--- src/rtl/birq_pkg.sv ---
package birq_pkg;

  localparam int NUM_STORE = 10;

  localparam logic [7:0] ENA_OFFSET = 8'hC0;
  localparam logic [7:0] SCL_OFFSET = 8'hD0;

  // writable bits of the enable and capture registers
  localparam logic [31:0] IRQ_KEEP = 32'h000F_EEFF;

  // byte offset of each plain storage register
  function automatic logic [7:0] store_offset(input int idx);
    case (idx)
      0:       store_offset = 8'h10;
      1:       store_offset = 8'h14;
      2:       store_offset = 8'h40;
      3:       store_offset = 8'h60;
      4:       store_offset = 8'h80;
      5:       store_offset = 8'h84;
      6:       store_offset = 8'h88;
      7:       store_offset = 8'h90;
      8:       store_offset = 8'hE0;
      default: store_offset = 8'hE4;
    endcase
  endfunction

endpackage

--- src/rtl/birq_decode.sv ---
module birq_decode
  import birq_pkg::*;
#(
  parameter int ADDR_W = 20,
  parameter int NSTORE = NUM_STORE
) (
  input  logic [ADDR_W-1:0] addr,
  output logic [NSTORE-1:0] store_hit,
  output logic              ena_hit,
  output logic              scl_hit,
  output logic              any_hit
);

  for (genvar g = 0; g < NSTORE; g++) begin : g_hit
    assign store_hit[g] = (addr == ADDR_W'(store_offset(g)));
  end

  assign ena_hit = (addr == ADDR_W'(ENA_OFFSET));
  assign scl_hit = (addr == ADDR_W'(SCL_OFFSET));
  assign any_hit = (|store_hit) | ena_hit | scl_hit;

endmodule

--- src/rtl/birq_store.sv ---
module birq_store #(
  parameter int DATA_W = 32,
  parameter int NSTORE = 10
) (
  input  logic              clk,
  input  logic              rst,
  input  logic              we,
  input  logic [NSTORE-1:0] hit,
  input  logic [DATA_W-1:0] wdata,
  output logic [DATA_W-1:0] st_q [NSTORE]
);

  for (genvar g = 0; g < NSTORE; g++) begin : g_reg
    always_ff @(posedge clk) begin
      if (rst) begin
        st_q[g] <= '0;
      end else if (we && hit[g]) begin
        st_q[g] <= wdata;
      end
    end
  end

endmodule

--- src/rtl/birq_irq_agg.sv ---
module birq_irq_agg #(
  parameter int              NUM_IRQ = 16,
  parameter int              DATA_W  = 32,
  parameter logic [DATA_W-1:0] KEEP  = '1
) (
  input  logic               clk,
  input  logic               rst,
  input  logic [NUM_IRQ-1:0] irq_in,
  input  logic               ena_we,
  input  logic               scl_we,
  input  logic [DATA_W-1:0]  wdata,
  output logic [DATA_W-1:0]  ena_q,
  output logic [DATA_W-1:0]  scl_q,
  output logic               irq_out
);

  localparam int IDX_W = (NUM_IRQ > 1) ? $clog2(NUM_IRQ) : 1;

  logic [NUM_IRQ-1:0] lvl_q;
  logic [NUM_IRQ-1:0] live;
  logic [IDX_W-1:0]   pick_idx;
  logic               pick_any;

  // changed lines that are enabled; the old enable mask applies
  assign live     = (irq_in ^ lvl_q) & ena_q[NUM_IRQ-1:0];
  assign pick_any = |live;

  // lowest-numbered changed line wins
  always_comb begin
    pick_idx = '0;
    for (int i = NUM_IRQ - 1; i >= 0; i--) begin
      if (live[i]) pick_idx = IDX_W'(i);
    end
  end

  always_ff @(posedge clk) begin
    if (rst) begin
      lvl_q   <= '0;
      ena_q   <= '0;
      scl_q   <= '0;
      irq_out <= 1'b0;
    end else begin
      lvl_q <= irq_in;
      if (ena_we) ena_q <= wdata & KEEP;
      if (pick_any) begin
        scl_q   <= DATA_W'(1) << pick_idx;
        irq_out <= irq_in[pick_idx];
      end else if (scl_we) begin
        scl_q <= wdata & KEEP;
      end
    end
  end

endmodule

--- src/rtl/birq_rdmux.sv ---
module birq_rdmux #(
  parameter int DATA_W = 32,
  parameter int NSTORE = 10
) (
  input  logic              clk,
  input  logic              rst,
  input  logic [NSTORE-1:0] store_hit,
  input  logic              ena_hit,
  input  logic              scl_hit,
  input  logic [DATA_W-1:0] st_q [NSTORE],
  input  logic [DATA_W-1:0] ena_q,
  input  logic [DATA_W-1:0] scl_q,
  output logic [DATA_W-1:0] rdata
);

  logic [DATA_W-1:0] rd_next;

  always_comb begin
    rd_next = '0;
    for (int i = 0; i < NSTORE; i++) begin
      if (store_hit[i]) rd_next = rd_next | st_q[i];
    end
    if (ena_hit) rd_next = rd_next | ena_q;
    if (scl_hit) rd_next = rd_next | scl_q;
  end

  always_ff @(posedge clk) begin
    if (rst) rdata <= '0;
    else     rdata <= rd_next;
  end

endmodule

--- src/rtl/board_irq_regbank.sv ---
module board_irq_regbank
  import birq_pkg::*;
#(
  parameter int ADDR_W  = 20,
  parameter int DATA_W  = 32,
  parameter int NUM_IRQ = 16
) (
  input  logic               clk,
  input  logic               rst,
  input  logic [ADDR_W-1:0]  bus_addr,
  input  logic               bus_we,
  input  logic [DATA_W-1:0]  bus_wdata,
  output logic [DATA_W-1:0]  bus_rdata,
  input  logic [NUM_IRQ-1:0] irq_in,
  output logic               irq_out
);

  localparam int              NSTORE = NUM_STORE;
  localparam logic [DATA_W-1:0] KEEP = DATA_W'(IRQ_KEEP);

  logic [NSTORE-1:0] store_hit;
  logic              ena_hit;
  logic              scl_hit;
  logic              any_hit;
  logic [DATA_W-1:0] st_q [NSTORE];
  logic [DATA_W-1:0] ena_w;
  logic [DATA_W-1:0] scl_w;

  birq_decode #(
    .ADDR_W (ADDR_W),
    .NSTORE (NSTORE)
  ) u_dec (
    .addr      (bus_addr),
    .store_hit (store_hit),
    .ena_hit   (ena_hit),
    .scl_hit   (scl_hit),
    .any_hit   (any_hit)
  );

  birq_store #(
    .DATA_W (DATA_W),
    .NSTORE (NSTORE)
  ) u_store (
    .clk   (clk),
    .rst   (rst),
    .we    (bus_we),
    .hit   (store_hit),
    .wdata (bus_wdata),
    .st_q  (st_q)
  );

  birq_irq_agg #(
    .NUM_IRQ (NUM_IRQ),
    .DATA_W  (DATA_W),
    .KEEP    (KEEP)
  ) u_agg (
    .clk     (clk),
    .rst     (rst),
    .irq_in  (irq_in),
    .ena_we  (bus_we & ena_hit),
    .scl_we  (bus_we & scl_hit),
    .wdata   (bus_wdata),
    .ena_q   (ena_w),
    .scl_q   (scl_w),
    .irq_out (irq_out)
  );

  birq_rdmux #(
    .DATA_W (DATA_W),
    .NSTORE (NSTORE)
  ) u_rd (
    .clk       (clk),
    .rst       (rst),
    .store_hit (store_hit),
    .ena_hit   (ena_hit),
    .scl_hit   (scl_hit),
    .st_q      (st_q),
    .ena_q     (ena_w),
    .scl_q     (scl_w),
    .rdata     (bus_rdata)
  );

endmodule

--- config.mk ---
export PLATFORM = sky130hd
export DESIGN_NAME = board_irq_regbank
export DESIGN_NICKNAME = d
export VERILOG_FILES = /design/src/rtl/birq_pkg.sv /design/src/rtl/birq_decode.sv /design/src/rtl/birq_store.sv /design/src/rtl/birq_irq_agg.sv /design/src/rtl/birq_rdmux.sv /design/src/rtl/board_irq_regbank.sv
export SDC_FILE = /design/constraint.sdc
export NUM_CORES = 1
export LEC_CHECK = 0
export BUFFER_PORTS_ARGS = -buffer_cell sky130_fd_sc_hd__clkbuf_2
export CAP_MARGIN = 20
export CORE_MARGIN = 4
export CORE_UTILIZATION = 63
export CTS_BUF_LIST = sky130_fd_sc_hd__clkbuf_8
export CTS_CLUSTER_DIAMETER = 200
export DETAILED_ROUTE_END_ITERATION = 10
export GPL_TIMING_DRIVEN = 0
export PLACE_DENSITY = 0.87
export SETUP_SLACK_MARGIN = 0.2
export SYNTH_ARGS = -nofsm -noshare
export SYNTH_HDL_FRONTEND = slang
export SYNTH_SLANG_ARGS = --single-unit
--- constraint.sdc ---
create_clock -name clk -period 2.8 [get_ports clk]
set_input_delay 0 -clock clk [delete_from_list [all_inputs] [get_ports clk]]
set_output_delay 0 -clock clk [all_outputs]
set_load 0.01 [all_outputs]
# [After elaboration in Yosys (flattened, before gate mapping)]
# Index checks and enable logic that the tools add are counted.
[word_totals] rom_bits=0 mem_count=0 latchBits=0 elab_cells=88 reg_bits=419 mem_bits_rw=0
[op_classes] addsub=0 mux=32 bitwise=15 magnitude_cmp=1 div_mod_pow=0 eq_ne=12 shifts=1 n_reduce_logical=12 mul=0
[op_table] op="$mux 32" n=14
[op_table] op="$or 32x32->32" n=10
[op_table] op="$eq 20x8->1 const B" n=8
[op_table] op="$mux 4" n=16
[op_table] op="$eq 20x5->1 const B" n=2
[op_table] op="$eq 20x7->1 const B" n=2
[op_table] op="$or 32x20->32" n=1
[op_table] op="$shl 1x4->32 const A" n=1
[op_table] op="$and 16x16->16" n=1
[op_table] op="$reduce_or 16->1" n=1
[op_table] op="$xor 16x16->16" n=1
[op_table] op="$logic_and 1x1->1" n=10
[op_table] op="$lt 4x5->1 const B" n=1
[op_table] op="$bmux 1 s4" n=1
[op_table] op="$and 1x1->1" n=2
[op_table] op="$reduce_bool 2->1" n=1
[op_table] op="$mux 1" n=1

# [Depth between registers and ports, before layout]
[depth] depth_word=24 ltp_mapped=11 ltp_nobuf=8

# [Hierarchy]
# From an unflattened synthesis, not the netlist that was laid out.
[unflattened] cells_unflattened=1744 area_unflattened_um2=18504.0
[modules_own_cells] mod="birq_store" seq_area_each_um2=6406.1 instances=1 cells_each=1106 area_each_um2=12607.1
[modules_own_cells] mod="birq_rdmux" seq_area_each_um2=640.6 instances=1 cells_each=295 area_each_um2=2895.3
[modules_own_cells] mod="birq_irq_agg" seq_area_each_um2=1061.0 instances=1 cells_each=302 area_each_um2=2711.4
[modules_own_cells] mod="birq_decode" seq_area_each_um2=0.0 instances=1 cells_each=39 area_each_um2=277.8
[modules_own_cells] mod="board_irq_regbank" seq_area_each_um2=0.0 instances=1 cells_each=2 area_each_um2=12.5

# [Least setup slack after synthesis]
# OpenSTA, ideal clock, no wires.
[synth_timing] kind="register to register" start="register u_agg.lvl_q[4]" end="register u_agg.irq_out" arrival_time_ns=2.249 required_time_ns=2.676 path_stages_with_launch=9 setup_slack_ns=0.427 setup_time_ns=0.124 synth_period_minus_slack_ns=2.373 cell_sequence="dfxtp_1 xor2_1 a22oi_1 a21bo_2 a32oi_1 a21bo_2 mux4_2 a22oi_1 nand3_1"
[synth_between] elab_chain_cells=9 word_cells_on_any_way=10
[synth_lines] item="start: declaration" line="birq_irq_agg.sv:19" text="logic [NUM_IRQ-1:0] lvl_q;"
[synth_lines] item="start signal: assignment" line="birq_irq_agg.sv:43" text="lvl_q <= irq_in;"
[synth_lines] item="$xor 16x16->16 (*)" line="birq_irq_agg.sv:25" text="assign live = (irq_in ^ lvl_q) & ena_q[NUM_IRQ-1:0];"
[synth_lines] item="$and 16x16->16 (*)" line="birq_irq_agg.sv:25"
[synth_lines] item="$mux 4 (5 in series)" line="birq_irq_agg.sv:32" text="if (live[i]) pick_idx = IDX_W'(i);"
[synth_lines] item="$bmux 1 s4" line="birq_irq_agg.sv:47" text="irq_out <= irq_in[pick_idx];"
[synth_lines] item="$mux 1 (not written as such)" line="birq_irq_agg.sv:47"
[synth_lines] item="end signal: assignment" line="birq_irq_agg.sv:47"
[synth_lines] item="end: declaration" line="birq_irq_agg.sv:14" text="output logic irq_out"
# Every way passes the cells marked *; elsewhere a longest branch is shown, timed or not. The select of a mux whose other input is x is not followed.
# A chain may end at the register's enable or synchronous reset.

# [Worst setup path after layout]
[layout_timing] start="register u_agg.lvl_q[11]" end="register u_agg.irq_out"
[layout_between] elab_chain_cells=16 word_cells_on_any_way=17
[layout_lines] item="$xor 16x16->16 (*)" line="birq_irq_agg.sv:25"
[layout_lines] item="$and 16x16->16 (*)" line="birq_irq_agg.sv:25"
[layout_lines] item="$mux 4 (12 in series)" line="birq_irq_agg.sv:32"
[layout_lines] item="$bmux 1 s4" line="birq_irq_agg.sv:47"
[layout_lines] item="$mux 1 (not written as such)" line="birq_irq_agg.sv:47"
# Marked as above.

==> results list <==
* CP cell instances: xor2_1 > and2_1 > o311ai_1 > a32oi_2 > a21bo_2 > mux4_2 > a22oi_1 > nand3_1
* Most frequent standard cell in the layout excluding fill and tap cells: nand2_1
* First-pass GRT wire length: 90.5 mm
* Clock tree from TritonCTS: yes
* FF-to-FF path depth: 8
- Clock Skews: between 0.03 and 0.04 ns
* Startpoint class of the critical path: flop
* Die Span Y: about 170 um
- For the pin with the worst max-slew slack, the measured transition is 0.921 ns.
* Starting utilization of the core area: 0.644
- Number of cells produced by synthesis: 2050
* Floorplan core area: roughly 0.025 mm^2
- Die ar.: 0.0285 mm^2
- During placement, the flow inserted port buffers numbering 88.
- Final setup violation count: 0
- Measured on the finished design, the core utilization comes to 0.756.
* Num rows: 58
- The first routing iteration left ~3200 violations.
- Endpoint of the worst hold path: u_store.st_q[1]
- The startpoint identified for the worst hold timing path is bus_addr[2].
- Fill cells in the final layout number 1777.
* Endpoint of the lowest-slack register-to-register path: u_agg.irq_out
- After synthesis, the share of flip-flops with an asynchronous set or reset is 0.
* Cts bufs inserted: 61
- Crit path kind: reg -> reg
- The tree is rooted in a clkbuf_8.
* Syn-to-layout area delta: 17.5%
- Normalized max-slew margin: 0.386
- The number of buffers and inverters on the critical path is 0.
* Final Hold Fails: 0
- For the worst setup path, the data arrival time is approximately 3.1 ns.
- Detailed-route vias per instance: 6.50
- Period utilisation layout: 0.912
- In this run, synthesis inferred 0 flip-flops with an integrated enable.
- In this run the horizontal extent of the chip is about 170 um.
* Vias in the first global route: about 17000
- Routed length per placed instance: 22.6 um
- Summing over every cut layer, the via total after detailed routing is 17100.
* Most frequent cells in the layout: nand2_1 (727), dfxtp_1 (405), a21oi_1 (338), clkbuf_1 (156), clkbuf_2 (94)
* Static leakage: 6.35 nW
- The initial antenna violation count came to 0.
* Largest net degree at the start of global routing: 16
- Total global routing track utilization: 0.401
* Clk sink count: 405
* Sequential cell area fraction in the yosys report: 0.497
* Warnings, synthesis: 0
- Detailed placement finished with a half-perimeter wire length of between 30 and 40 mm.
- CTS built an H-tree with a depth of 2.
* Power per standard cell area: 606 mW/mm^2
- Of the cells placed in the final design, the portion with a size suffix greater than 1 is 0.104.
- Avg Cell Area, Syn: 7.95 um^2
- Time the worst path needs with I/O delays and setup: 2.55 ns
- Max-cap violations in this run came to 0.
- The number of nets in the synthesized netlist is 2121.
- Clock-pin slew on the worst setup and hold paths: 0.07 ns
- Status: complete, no violations
* Final wirelength: 59.7 mm
* Launch instance of the worst register-to-register path: u_agg.lvl_q[11]
* Tightest Hold Check Type: in -> reg
* Final standard cell count with taps included and fillers excluded: about 2600
* Antenna Cells: 0
- After the last flow step, the layout net total stands at 2331.
- RSZ-0062 raised after global routing: yes
* Top cell family by delay on the critical path: compound AO/OA/AOI/OAI gates
- Slowest cell on the critical path: o311ai_1
- In this run the count of I/O pins placed on the die edge is 104.
- Global-route congestion overflow total: 0
- Including well taps, the total number of placed cells is approximately 2500.
* CP max FO: 4
- Across all register-to-register paths, the minimum setup slack is 0.25 ns.
* Flop and latch count out of synthesis: 405
- The number of pins with negative max-slew slack in the final report came to 0.
- The worst setup path is captured at a flop.
* Clock latency at the later pin of the worst-skew pair: 0.64 ns
- Deepest clock path buffer count: 3
- The worst hold path passes through 5 cells.
* DRT antenna net count: 0
* Fmax: slightly below 0.4 GHz
- First-pass iteration count of the detailed router: 9
* IR drop worst, VDD: roughly 0.53 mV
* Leading register cell type out of synthesis: dfxtp_1
- Routability-driven placement congestion ratio: 1.01
* DRC violations left: 0
- At the worst endpoint, the required time is 3.30 ns.
- The largest single stage delay on the critical path is around 0.47 ns.
- After synthesis the cells add up to 0.0163 mm^2.
* Number of different library cells in the post-synthesis netlist: 48
==> synthesized netlist by cell type (all sizes together) (3+ instances only) <==
cell type / instances / area, um^2
a32oi: 3 / 26.3
nor3b: 3 / 22.5
nand3: 8 / 45.0
a22o: 14 / 123
xor2: 14 / 123
mux2i: 31 / 310
or3: 3 / 18.8
a221oi: 25 / 219
nor2: 18 / 70.1
nor2b: 22 / 138
nor3: 12 / 75.1
a41oi: 30 / 263
buf: 26 / 138
o21ai: 33 / 165
inv: 14 / 52.6
and2: 6 / 37.5
clkbuf: 162 / 608
a22oi: 79 / 593
a31oi: 4 / 25.0
a222oi: 41 / 410
nand2: 727 / 2730
dfxtp: 405 / 8110
nand2b: 4 / 25.0
a21oi: 338 / 1690
and3: 3 / 18.8
nor4: 6 / 83.8
==> per-layer routing <==
layer | share of wire | up-vias | GRT usage
li1 | - | 7463 | -
met1 | 0.35 | 7855 | 0.488
met2 | 0.44 | 1487 | 0.625
met3 | 0.15 | 344 | 0.130
met4 | 0.065 | 0 | 0.234
met5 | 0 | - | 0
==> area by class of cell <==
type | instances | area (um^2) | area share
Buffer | 188 | 753 | 0.0393
Clock buffer | 84 | 1160 | 0.0604
Clock inverter | 28 | 201 | 0.0105
Inverter | 14 | 52.6 | 0.00274
Multi-Input combinational cell | 1443 | 7440 | 0.388
Sequential cell | 405 | 8110 | 0.423
Tap cell | 330 | 413 | 0.0216
Timing Repair Buffer | 147 | 1030 | 0.0536
==> worst register-to-register path, stage by stage (launching register included) <==
cell and delay [ns]:
dfxtp_1 0.34, xor2_1 0.19, and2_1 0.18, o311ai_1 0.47
a32oi_2 0.24, a21bo_2 0.30, mux4_2 0.45, a22oi_1 0.17
nand3_1 0.11
==> what timing repair did <==
action,in CTS,in global routing
pin swaps,0,1
setup endpoints to repair,1,68
buffers inserted,0,2
hold endpoints to repair,251,0
gates resized for setup,2,17
hold buffers,57,0
==> sequential cells by signal, summed over array words and instances, names as in the netlist <==
| name | flops |
|---|---|
| u_agg.ena_q | 18 |
| u_agg.irq_out | 1 |
| u_agg.lvl_q | 14 |
| u_agg.scl_q | 20 |
| u_rd.rdata | 32 |
| u_store.st_q | 320 |
==> where the power goes <==
group	switching, mW	internal [mW]
sequential	0.00658	5.77
clock	2.40	2.94
combinational	0.353	0.139
==> worst max-delay path by stage <==
stage / start / endpoint / slack [ns] / cells after the start
after floorplan: u_agg.lvl_q[4] / u_agg.irq_out / 0.43 / 8
after global placement: bus_addr[13] / u_rd.rdata[10] / -0.11 / 8
after detailed placement: bus_addr[13] / u_rd.rdata[10] / -0.09 / 8
after CTS: u_agg.lvl_q[14] / u_agg.irq_out / 0.22 / 8
after global routing: u_agg.lvl_q[15] / u_agg.irq_out / 0.12 / 9
final: u_agg.lvl_q[11] / u_agg.irq_out / 0.25 / 8
==> metrics by stage <==
stage,worst slack (ns),area [um^2],setup TNS (ns),hold WS [ns],total power [mW]
finish,0.247,19100,0,0.0563,11.6
global route,0.123,19100,0,0.0621,11.8
CTS,0.222,19100,0,0.0151,11.5
detailed placement,-0.0886,17200,-0.429,0.264,6.30
global placement,-0.108,17200,-0.388,0.253,6.29
floorplan,0.427,16300,0,0.128,6.10
==> logic make-up after synthesis <==
kind of cell              after synthesis  share of synthesized area
buffers and inverters                 202                     0.0490
xor gates and xnor gates               15                    0.00806
DFF                                   405                      0.497
AOI/OAI and AO/OA                     576                      0.220
and+or+nand+nor                       819                      0.204
muxes                                  33                     0.0218
(Power assumes the default switching activity.)
